File: src/rtl/disc_pkg.sv
package disc_pkg;
  localparam int DW        = 32;
  localparam int IDX_W     = 8;
  localparam int LEN_W     = 18;
  localparam int RSP_WORDS = 3;
  localparam int RSP_AW    = 2;
  localparam logic [15:0] SELF_VENDOR = 16'h0001;
  localparam logic [7:0]  SELF_TYPE   = 8'h00;

  typedef enum logic [2:0] {
    ST_IDLE, ST_ADDR1, ST_LEN, ST_IDX, ST_W0, ST_W1, ST_W2
  } disc_state_e;
endpackage

File: src/rtl/disc_lookup.sv
module disc_lookup #(
  parameter int NUM_ENTRIES = 2,
  parameter logic [NUM_ENTRIES*24-1:0] PROTO_TABLE = {24'h02_1E98, 24'h01_0001}
) (
  input  logic [disc_pkg::IDX_W-1:0] idx_i,
  output logic [15:0]                vendor_o,
  output logic [7:0]                 type_o,
  output logic [disc_pkg::IDX_W-1:0] next_o
);
  import disc_pkg::*;
  localparam logic [IDX_W:0] TOTAL = (IDX_W+1)'(NUM_ENTRIES + 1);

  logic [NUM_ENTRIES-1:0] hit;
  logic [15:0] ent_v [NUM_ENTRIES];
  logic [7:0]  ent_t [NUM_ENTRIES];

  for (genvar k = 0; k < NUM_ENTRIES; k++) begin : g_ent
    assign hit[k]   = (idx_i == IDX_W'(k + 1));
    assign ent_v[k] = hit[k] ? PROTO_TABLE[k*24 +: 16] : 16'h0000;
    assign ent_t[k] = hit[k] ? PROTO_TABLE[k*24+16 +: 8] : 8'h00;
  end

  logic [IDX_W:0] sum, rem;

  always_comb begin
    vendor_o = 16'h0000;
    type_o   = 8'h00;
    for (int k = 0; k < NUM_ENTRIES; k++) begin
      vendor_o = vendor_o | ent_v[k];
      type_o   = type_o | ent_t[k];
    end
    if (idx_i == '0) begin
      vendor_o = SELF_VENDOR;
      type_o   = SELF_TYPE;
    end else if ({1'b0, idx_i} >= TOTAL) begin
      vendor_o = 16'hFFFF;
      type_o   = 8'hFF;
    end
    sum    = {1'b0, idx_i} + 1'b1;
    rem    = sum % TOTAL;
    next_o = rem[IDX_W-1:0];
  end
endmodule

File: src/rtl/disc_emit.sv
module disc_emit (
  input  logic [disc_pkg::RSP_AW-1:0] sel_i,
  input  logic [15:0]                 vendor_i,
  input  logic [7:0]                  type_i,
  input  logic [disc_pkg::IDX_W-1:0]  next_i,
  output logic [disc_pkg::DW-1:0]     dword_o
);
  import disc_pkg::*;
  always_comb begin
    case (sel_i)
      2'd0:    dword_o = {8'h00, SELF_TYPE, SELF_VENDOR};
      2'd1:    dword_o = DW'(RSP_WORDS);
      2'd2:    dword_o = {next_i, type_i, vendor_i};
      default: dword_o = '0;
    endcase
  end
endmodule

File: src/rtl/disc_ctrl.sv
module disc_ctrl #(
  parameter int REQ_AW = 8,
  parameter int TOTAL  = 3
) (
  input  logic                        clk,
  input  logic                        rst,
  input  logic                        start_i,
  output logic [REQ_AW-1:0]           rd_addr_o,
  input  logic [disc_pkg::DW-1:0]     rd_data_i,
  output logic [disc_pkg::IDX_W-1:0]  idx_o,
  output logic [disc_pkg::RSP_AW-1:0] sel_o,
  input  logic [disc_pkg::DW-1:0]     dword_i,
  output logic                        wr_en_o,
  output logic [disc_pkg::RSP_AW-1:0] wr_addr_o,
  output logic [disc_pkg::DW-1:0]     wr_data_o,
  output logic                        done_o,
  output logic                        valid_o
);
  import disc_pkg::*;

  disc_state_e     st;
  logic [LEN_W-1:0] len_q;

  always_comb begin
    case (st)
      ST_W1:   sel_o = 2'd1;
      ST_W2:   sel_o = 2'd2;
      default: sel_o = 2'd0;
    endcase
  end

  always_ff @(posedge clk) begin
    if (rst) begin
      st        <= ST_IDLE;
      rd_addr_o <= '0;
      len_q     <= '0;
      idx_o     <= '0;
      wr_en_o   <= 1'b0;
      wr_addr_o <= '0;
      wr_data_o <= '0;
      done_o    <= 1'b0;
      valid_o   <= 1'b0;
    end else begin
      done_o  <= 1'b0;
      wr_en_o <= 1'b0;
      case (st)
        ST_IDLE: if (start_i) begin
          rd_addr_o <= REQ_AW'(1);
          st        <= ST_ADDR1;
        end
        ST_ADDR1: begin
          rd_addr_o <= REQ_AW'(2);
          st        <= ST_LEN;
        end
        ST_LEN: begin
          len_q <= rd_data_i[LEN_W-1:0];
          st    <= ST_IDX;
        end
        ST_IDX: begin
          if (len_q < LEN_W'(RSP_WORDS)) begin
            done_o  <= 1'b1;
            valid_o <= 1'b0;
            st      <= ST_IDLE;
          end else begin
            idx_o <= rd_data_i[IDX_W-1:0];
            st    <= ST_W0;
          end
        end
        ST_W0, ST_W1, ST_W2: begin
          wr_en_o   <= 1'b1;
          wr_addr_o <= sel_o;
          wr_data_o <= dword_i;
          if (st == ST_W2) begin
            done_o  <= 1'b1;
            valid_o <= 1'b1;
            st      <= ST_IDLE;
          end else if (st == ST_W0) begin
            st <= ST_W1;
          end else begin
            st <= ST_W2;
          end
        end
        default: st <= ST_IDLE;
      endcase
    end
  end


  done_pulse_chk: assert property (@(posedge clk) disable iff (rst)
    done_o |=> !done_o);

  discard_quiet_chk: assert property (@(posedge clk) disable iff (rst)
    (done_o && !valid_o) |-> !wr_en_o);

  last_write_done_chk: assert property (@(posedge clk) disable iff (rst)
    (wr_en_o && wr_addr_o == 2'd2) |-> (done_o && valid_o));

  write_seq_chk: assert property (@(posedge clk) disable iff (rst)
    (wr_en_o && wr_addr_o == 2'd0) |=> (wr_en_o && wr_addr_o == 2'd1));

  hdr_len_chk: assert property (@(posedge clk) disable iff (rst)
    (wr_en_o && wr_addr_o == 2'd1) |-> (wr_data_o == 32'd3));

  next_range_chk: assert property (@(posedge clk) disable iff (rst)
    (wr_en_o && wr_addr_o == 2'd2) |-> (int'(wr_data_o[31:24]) < TOTAL));
endmodule

File: src/rtl/disc_resp_top.sv
module disc_resp_top #(
  parameter int REQ_AW      = 8,
  parameter int NUM_ENTRIES = 2,
  parameter logic [NUM_ENTRIES*24-1:0] PROTO_TABLE = {24'h02_1E98, 24'h01_0001}
) (
  input  logic              clk,
  input  logic              rst,
  input  logic              start,
  output logic [REQ_AW-1:0] req_rd_addr,
  input  logic [31:0]       req_rd_data,
  output logic              rsp_wr_en,
  output logic [1:0]        rsp_wr_addr,
  output logic [31:0]       rsp_wr_data,
  output logic              done,
  output logic              rsp_valid
);
  import disc_pkg::*;
  localparam int TOTAL = NUM_ENTRIES + 1;

  logic [IDX_W-1:0]  idx, nxt;
  logic [15:0]       vendor;
  logic [7:0]        ptype;
  logic [RSP_AW-1:0] sel;
  logic [DW-1:0]     dword;

  disc_ctrl #(.REQ_AW(REQ_AW), .TOTAL(TOTAL)) u_ctrl (
    .clk(clk), .rst(rst), .start_i(start),
    .rd_addr_o(req_rd_addr), .rd_data_i(req_rd_data),
    .idx_o(idx), .sel_o(sel), .dword_i(dword),
    .wr_en_o(rsp_wr_en), .wr_addr_o(rsp_wr_addr), .wr_data_o(rsp_wr_data),
    .done_o(done), .valid_o(rsp_valid)
  );

  disc_lookup #(.NUM_ENTRIES(NUM_ENTRIES), .PROTO_TABLE(PROTO_TABLE)) u_lookup (
    .idx_i(idx), .vendor_o(vendor), .type_o(ptype), .next_o(nxt)
  );

  disc_emit u_emit (
    .sel_i(sel), .vendor_i(vendor), .type_i(ptype), .next_i(nxt), .dword_o(dword)
  );
endmodule

File: config.mk
export PLATFORM = sky130hd
export DESIGN_NAME = disc_resp_top
export DESIGN_NICKNAME = d
export VERILOG_FILES = /design/src/rtl/disc_pkg.sv /design/src/rtl/disc_lookup.sv /design/src/rtl/disc_emit.sv /design/src/rtl/disc_ctrl.sv /design/src/rtl/disc_resp_top.sv
export SDC_FILE = /design/constraint.sdc
export NUM_CORES = 1
export LEC_CHECK = 0
export BUFFER_PORTS_ARGS = -buffer_cell sky130_fd_sc_hd__buf_2
export CORE_ASPECT_RATIO = 1.75
export CORE_MARGIN = 8
export CORE_UTILIZATION = 40
export CTS_CLUSTER_SIZE = 25
export DETAILED_ROUTE_END_ITERATION = 10
export PLACE_DENSITY = 0.7
export SLEW_MARGIN = 20
export SYNTH_ARGS = -nofsm -noshare
export SYNTH_HDL_FRONTEND = slang
export SYNTH_SLANG_ARGS = --single-unit
File: constraint.sdc
create_clock -name clk -period 6.9 [get_ports clk]
set_input_delay 0 -clock clk [delete_from_list [all_inputs] [get_ports clk]]
set_output_delay 0 -clock clk [all_outputs]
set_load 0.1 [all_outputs]
==> After elaboration in Yosys (flattened, before gate mapping) <==
Cells that the tools add are included.
{ "word_totals": {"ff_bits": 74, "output_inout_bits": 45, "latchBits": 0, "input_bits": 35, "rom_bits": 0, "ram_bits": 0, "n_memories": 0, "word_cells": 62} }
{ "classes": {"n_reduce_logical": 9, "muxes": 24, "multipliers": 0, "n_bitwise": 3, "magnitude_cmp": 2, "n_eq_ne": 13, "n_shift": 0, "div_mod_pow": 1, "addsub": 1} }
{ "ops": {"columns": ["operator", "n"], "rows": [
  ["case mux 32 bit (3 select lines)", 1],
  ["two-way mux 16 bit", 2],
  ["two-way mux 8 bit", 3],
  ["less-than comparator 18 x 2 -> 1 bit, second input constant", 1],
  ["bitwise OR 16 bit", 1],
  ["case mux 8 bit (2 select lines)", 1],
  ["case mux 3 bit (5 select lines)", 1],
  ["two-way mux 13 bit", 1],
  ["adder 8 x 1 -> 9 bit, second input constant", 1],
  ["equality test 3 bit, second input constant", 3],
  ["remainder unit 9 x 2 -> 9 bit, second input constant", 1],
  ["two-way mux 3 bit", 3],
  ["equality test 8 x 1 -> 1 bit, second input constant", 1],
  ["equality test 8 x 2 -> 1 bit, second input constant", 1],
  ["greater-or-equal comparator 8 x 2 -> 1 bit, second input constant", 1],
  ["logical NOT 8 bit", 1],
  ["bitwise OR 8 bit", 1],
  ["two-way mux 1 bit", 7],
  ["equality test 3 x 2 -> 1 bit, second input constant", 2],
  ["two-way mux 2 bit", 2],
  ["!= test 2 x 1 -> 1 bit, second input constant", 2],
  ["case mux 1 bit (2 select lines)", 2],
  ["case mux 2 bit (2 select lines)", 1],
  ["AND reduction 2 bit", 2],
  ["10 further kinds", 11]
]} }

==> Longest topological paths before layout <==
{ "logic_depth": {"ltp_word": 6, "mapped_depth": 25, "depth_no_buf": 22} }

==> By module <==
A second synthesis with hierarchy kept.
{ "unflattened": {"cells_unflattened": 694, "hier_area_um2": 5093.6} }
{ "by_module_without_submodules": {"columns": ["module", "n_inst", "cells_per_inst", "area_each_um2"], "rows": [
  ["disc_ctrl", 1, 333, 2710.1],
  ["disc_lookup", 1, 323, 2102.0],
  ["disc_emit", 1, 38, 281.5]
]} }

==> Worst setup path before layout <==
Ideal clock, no wire load.
{ "synth_path": {"kind": "reg-to-reg", "startpoint": "reg u_ctrl.idx_o[0] (netlist name)", "endpoint": "reg u_ctrl.wr_data_o[24] (netlist name)", "path_buffers": 4, "path_stages_with_launch": 24, "period_less_slack_ps": 5069, "setup_time_ps": 120, "arrival_time_ps": 4949, "setup_slack_ps": 1831, "cell_sequence": "dfxtp_1 -> ha_1 -> buf_2 -> and3_1 -> buf_2 -> and3_1 -> ha_1 -> clkbuf_1 -> nand2b_1 -> o31ai_2 -> nand3_1 -> mux2i_1 -> a311oi_2 -> o21a_1 -> buf_4 -> o21ai_1 -> nor2_1 -> xnor2_1 -> ha_1 -> nor3_2 -> mux2_2 -> nor4bb_4 -> a211oi_1 -> a211o_1"} }
{ "synth_via": {"elab_chain_cells": 3} }
{ "synth_rtl": {"columns": ["element", "line_no", "rtl"], "rows": [
  ["start: declaration", "disc_ctrl.sv:10", "output logic [disc_pkg::IDX_W-1:0] idx_o,"],
  ["start signal: assignment", "disc_ctrl.sv:65", "idx_o <= rd_data_i[IDX_W-1:0];"],
  ["adder 8 x 1 -> 9 bit", "disc_lookup.sv:39", "sum = {1'b0, idx_i} + 1'b1;"],
  ["remainder unit 9 x 2 -> 9 bit", "disc_lookup.sv:40", "rem = sum % TOTAL;"],
  ["case mux 32 bit (3 select lines)", "disc_emit.sv:10", "case (sel_i)"],
  ["end signal: assignment", "disc_ctrl.sv:72", "wr_data_o <= dword_i;"],
  ["end: declaration", "disc_ctrl.sv:15", "output logic [disc_pkg::DW-1:0] wr_data_o,"]
]} }
Every way passes these cells.
A chain may end at the register's enable or synchronous reset.

==> Final worst setup path <==
{ "layout_path": {"startpoint": "reg u_ctrl.idx_o[3] (netlist name)", "endpoint": "reg u_ctrl.wr_data_o[24] (netlist name)"} }
The elaborated chain is that of the path after synthesis.

==> impl_metrics.json <==
{
  "slowest_stage": "dfxtp_1",
  "io_buffers": 59,
  "status": "finished, final reports clean",
  "synth_ff_type": "dfxtp_1",
  "grt_max_degree": 43,
  "yosys.cell_count.top_type": "nand2_1",
  "rsz0062_at_grt": "false",
  "pre_cts_slack_ps": 861,
  "fmax_mhz": 161,
  "grt_pass1_vias": 3489,
  "holdBufCountCts": 18,
  "cts_tree": "built",
  "regToRegStartpoint": "u_ctrl.idx_o[3]$_SDFFE_PP0P_",
  "power_leakage_nw": 1.77,
  "synth_top_area_share": 0.260,
  "synth_cells": 484,
  "syn_area_um2": 3770,
  "diodes": 0,
  "synth_top_area_cell": "dfxtp_1",
  "fp-row-count": 47,
  "gp_congestion": 0.920,
  "r2r-end": "u_ctrl.wr_data_o[24]$_SDFFE_PP0P_",
  "yosys_register_bits": 49,
  "hold_end": "u_ctrl.rd_addr_o[1]$_SDFFE_PP0P_",
  "synthArstFlopShare": 0,
  "die-area_um2": 12900,
  "synth_area_leaders": "dfxtp_1 26%, nand2_1 6.7%, buf_4 5.6%, a21oi_1 4.5%, mux2i_1 4.0%",
  "die_w_um": 89.4,
  "via_per_inst": 5.75,
  "wl_per_cell_um": 15.8,
  "cts_root_buf": "clkbuf_16",
  "synth_seq_area_share": 0.260,
  "start_kind": "flip-flop",
  "area_delta_synth_final_pct": 13.2,
  "drcViolationCount": 0,
  "clock_path_buffers": 2,
  "min-delay-start": "start",
  "ant_nets": 0,
  "ys_top_cells_by_count": "67 x nand2_1, 49 x dfxtp_1, 37 x nor2_1",
  "cp_max_fo": 15,
  "routed_wl_um": 10200,
  "clk_pin_slew_worst_paths_ps": 60,
  "synth_cell_types": 80,
  "rrSetupSlack_ps": 700,
  "dp_hpwl_um": 7590,
  "io_pins": 80,
  "grt_first_pass_wirelength_um": 16900,
  "postCtsSetupBuffers": 0,
  "skew_ps": 4.69,
  "core_um2": 9350,
  "syn_area_per_cell_um2": 7.80,
  "die_height_um": 145,
  "cts_buffers": 5,
  "fin_setup_tns_ps": 0,
  "synth-edff-count": 0,
  "max_stage_delay_ps": 700,
  "initial_core_util": 0.404,
  "hold_viol": 0,
  "ff2ff_path_depth": 22,
  "crit_chain": "nand4_2 > nor2_1 > xnor2_1 > inv_1 > ha_1 > nand2b_1 > o31ai_2 > nand3_1 > mux2i_1 > a311oi_2 > o21a_1 > buf_4 > o21ai_1 > nor2_1 > xnor2_1 > ha_1 > o221ai_1 > a21oi_1 > nor3_1 > nor2b_1 > a211oi_1 > a211o_1",
  "grt_antenna_before_repair": 0,
  "fin_crit_sh": 0.899,
  "vias": 3699,
  "first_iter_violations": 302,
  "clock_latency_ps": 290,
  "hold_class": "in -> reg",
  "drive_gt1_frac": 0.173,
  "crit_path_end_kind": "flip-flop",
  "relSlewSlack": 0.328,
  "cts_resized": 0,
  "fin_crit_ps": 6200,
  "max_cap_violations": 0,
  "synth_warnings": 0,
  "grt_overflow": 0,
  "dr.pass1.iters": 4,
  "worst_slew_pin_slew_ps": 1000,
  "drv_slew": 0,
  "power.density_nw_per_um2": 162,
  "cts_sinks": 49,
  "hold_path_depth": 4,
  "worst-setup-path-type": "reg -> reg",
  "worst_ep_required_time_ps": 7080,
  "h-tree-depth": 2,
  "cp_data_arrival_time_ps": 6380,
  "peakVddDrop_mv": 0.195,
  "setup_viol": 0,
  "nNetsFinal": 562,
  "finalWorstSetupSlack_ps": 700,
  "grt.total_usage": 0.162
}
-- metrics by stage --
stage                     std cells  area, µm²  power, mW   util  hold WS, ps
after global routing            643       4270      0.726  0.457         84.3
after CTS                       643       4270      0.696  0.456         43.1
after detailed placement        617       3940      0.450  0.422          248
after global placement          617       3940      0.447  0.422          241
after floorplan                 489       3790      0.424      -         91.5
final                           643       4270      0.692  0.457         37.5
-- metal layers --
layer / global-route usage / up-vias / share of wire
li1: - / 1809 / -
met1: 0.164 / 1761 / 0.36
met2: 0.306 / 107 / 0.57
met3: 0.0199 / 22 / 0.031
met4: 0.0811 / 0 / 0.031
met5: 0 / - / 0
-- power breakdown --
group	total [mW]	internal, mW	switching [mW]
combinational	0.151	0.0516	0.0997
clock	0.238	0.134	0.104
sequential	0.302	0.293	0.00970
-- flip-flops by register name, indices dropped and copies added (netlist names) --
register / flops
u_ctrl.wr_addr_o: 2
u_ctrl.wr_en_o: 1
u_ctrl.rd_addr_o: 2
u_ctrl.valid_o: 1
u_ctrl.st: 3
u_ctrl.idx_o: 8
u_ctrl.done_o: 1
u_ctrl.wr_data_o: 13
u_ctrl.len_q: 18
-- placed cells by master, fill, tap and decap left out, drive strengths merged, types with 3 or more instances in the layout --
master       Yosys  final
a211o            4      4
a211oi          12     12
a21o             3      3
a21oi           35     35
a311oi           4      4
a31oi           10     10
a32oi            3      3
and2             6      6
and3             9      9
and4             3      3
buf             41     65
clkbuf          18      6
conb             1      6
dfxtp           49     49
dlygate4sd3      0     18
ha               7      7
inv             10     10
mux2i           15     15
nand2           67     67
nand2b          10     10
nand3            8      8
nand4            8      8
nand4b           4      4
nor2            37     37
nor2b            5      5
nor3            15     15
nor4             6      6
o211a            3      3
o21a             6      6
o21ai           13     13
o221ai           4      4
o22ai            6      6
o31ai            4      4
or4              3      3
xnor2           13     13
xor2             6      6
-- final cells by class --
type	instances	area [µm²]
fill	887	5080
tap	122	153
inverter	10	37.5
timing repair buffer	83	520
multi-input combinational	371	2440
clock inverter	2	15.0
clock buffer	6	129
sequential	49	981
-- kinds of logic after synthesis --
kind of cell | after synthesis | share of synthesized area
AOI/OAI and AO/OA | 132 | 0.263
xor gates and xnor gates | 20 | 0.0500
adders and majority gates | 7 | 0.0232
buffers and inverters | 69 | 0.102
DFF | 49 | 0.260
muxes | 16 | 0.0428
other | 1 | 0.000993
and+or+nand+nor | 190 | 0.258
-- worst max-delay path: cells and delay by family (launching register included) --
family          cells  cell delay, ps
fa+ha+maj           2             620
flops               1             700
mux                 1             250
xor+xnor            2             380
buf+inv             2             250
simple gates        7            1770
compound gates      8            2100
-- worst max-delay path by stage --
stage	from	endpoint	slack [ps]
after floorplan	u_ctrl.idx_o[0]$_SDFFE_PP0P_	u_ctrl.wr_data_o[24]$_SDFFE_PP0P_	1830
after global placement	u_ctrl.idx_o[3]$_SDFFE_PP0P_	u_ctrl.wr_data_o[24]$_SDFFE_PP0P_	1080
after detailed placement	u_ctrl.idx_o[3]$_SDFFE_PP0P_	u_ctrl.wr_data_o[24]$_SDFFE_PP0P_	860
after CTS	u_ctrl.idx_o[3]$_SDFFE_PP0P_	u_ctrl.wr_data_o[24]$_SDFFE_PP0P_	820
after global routing	u_ctrl.idx_o[3]$_SDFFE_PP0P_	u_ctrl.wr_data_o[24]$_SDFFE_PP0P_	180
final	u_ctrl.idx_o[3]$_SDFFE_PP0P_	u_ctrl.wr_data_o[24]$_SDFFE_PP0P_	700
(Power assumes the default switching activity.)
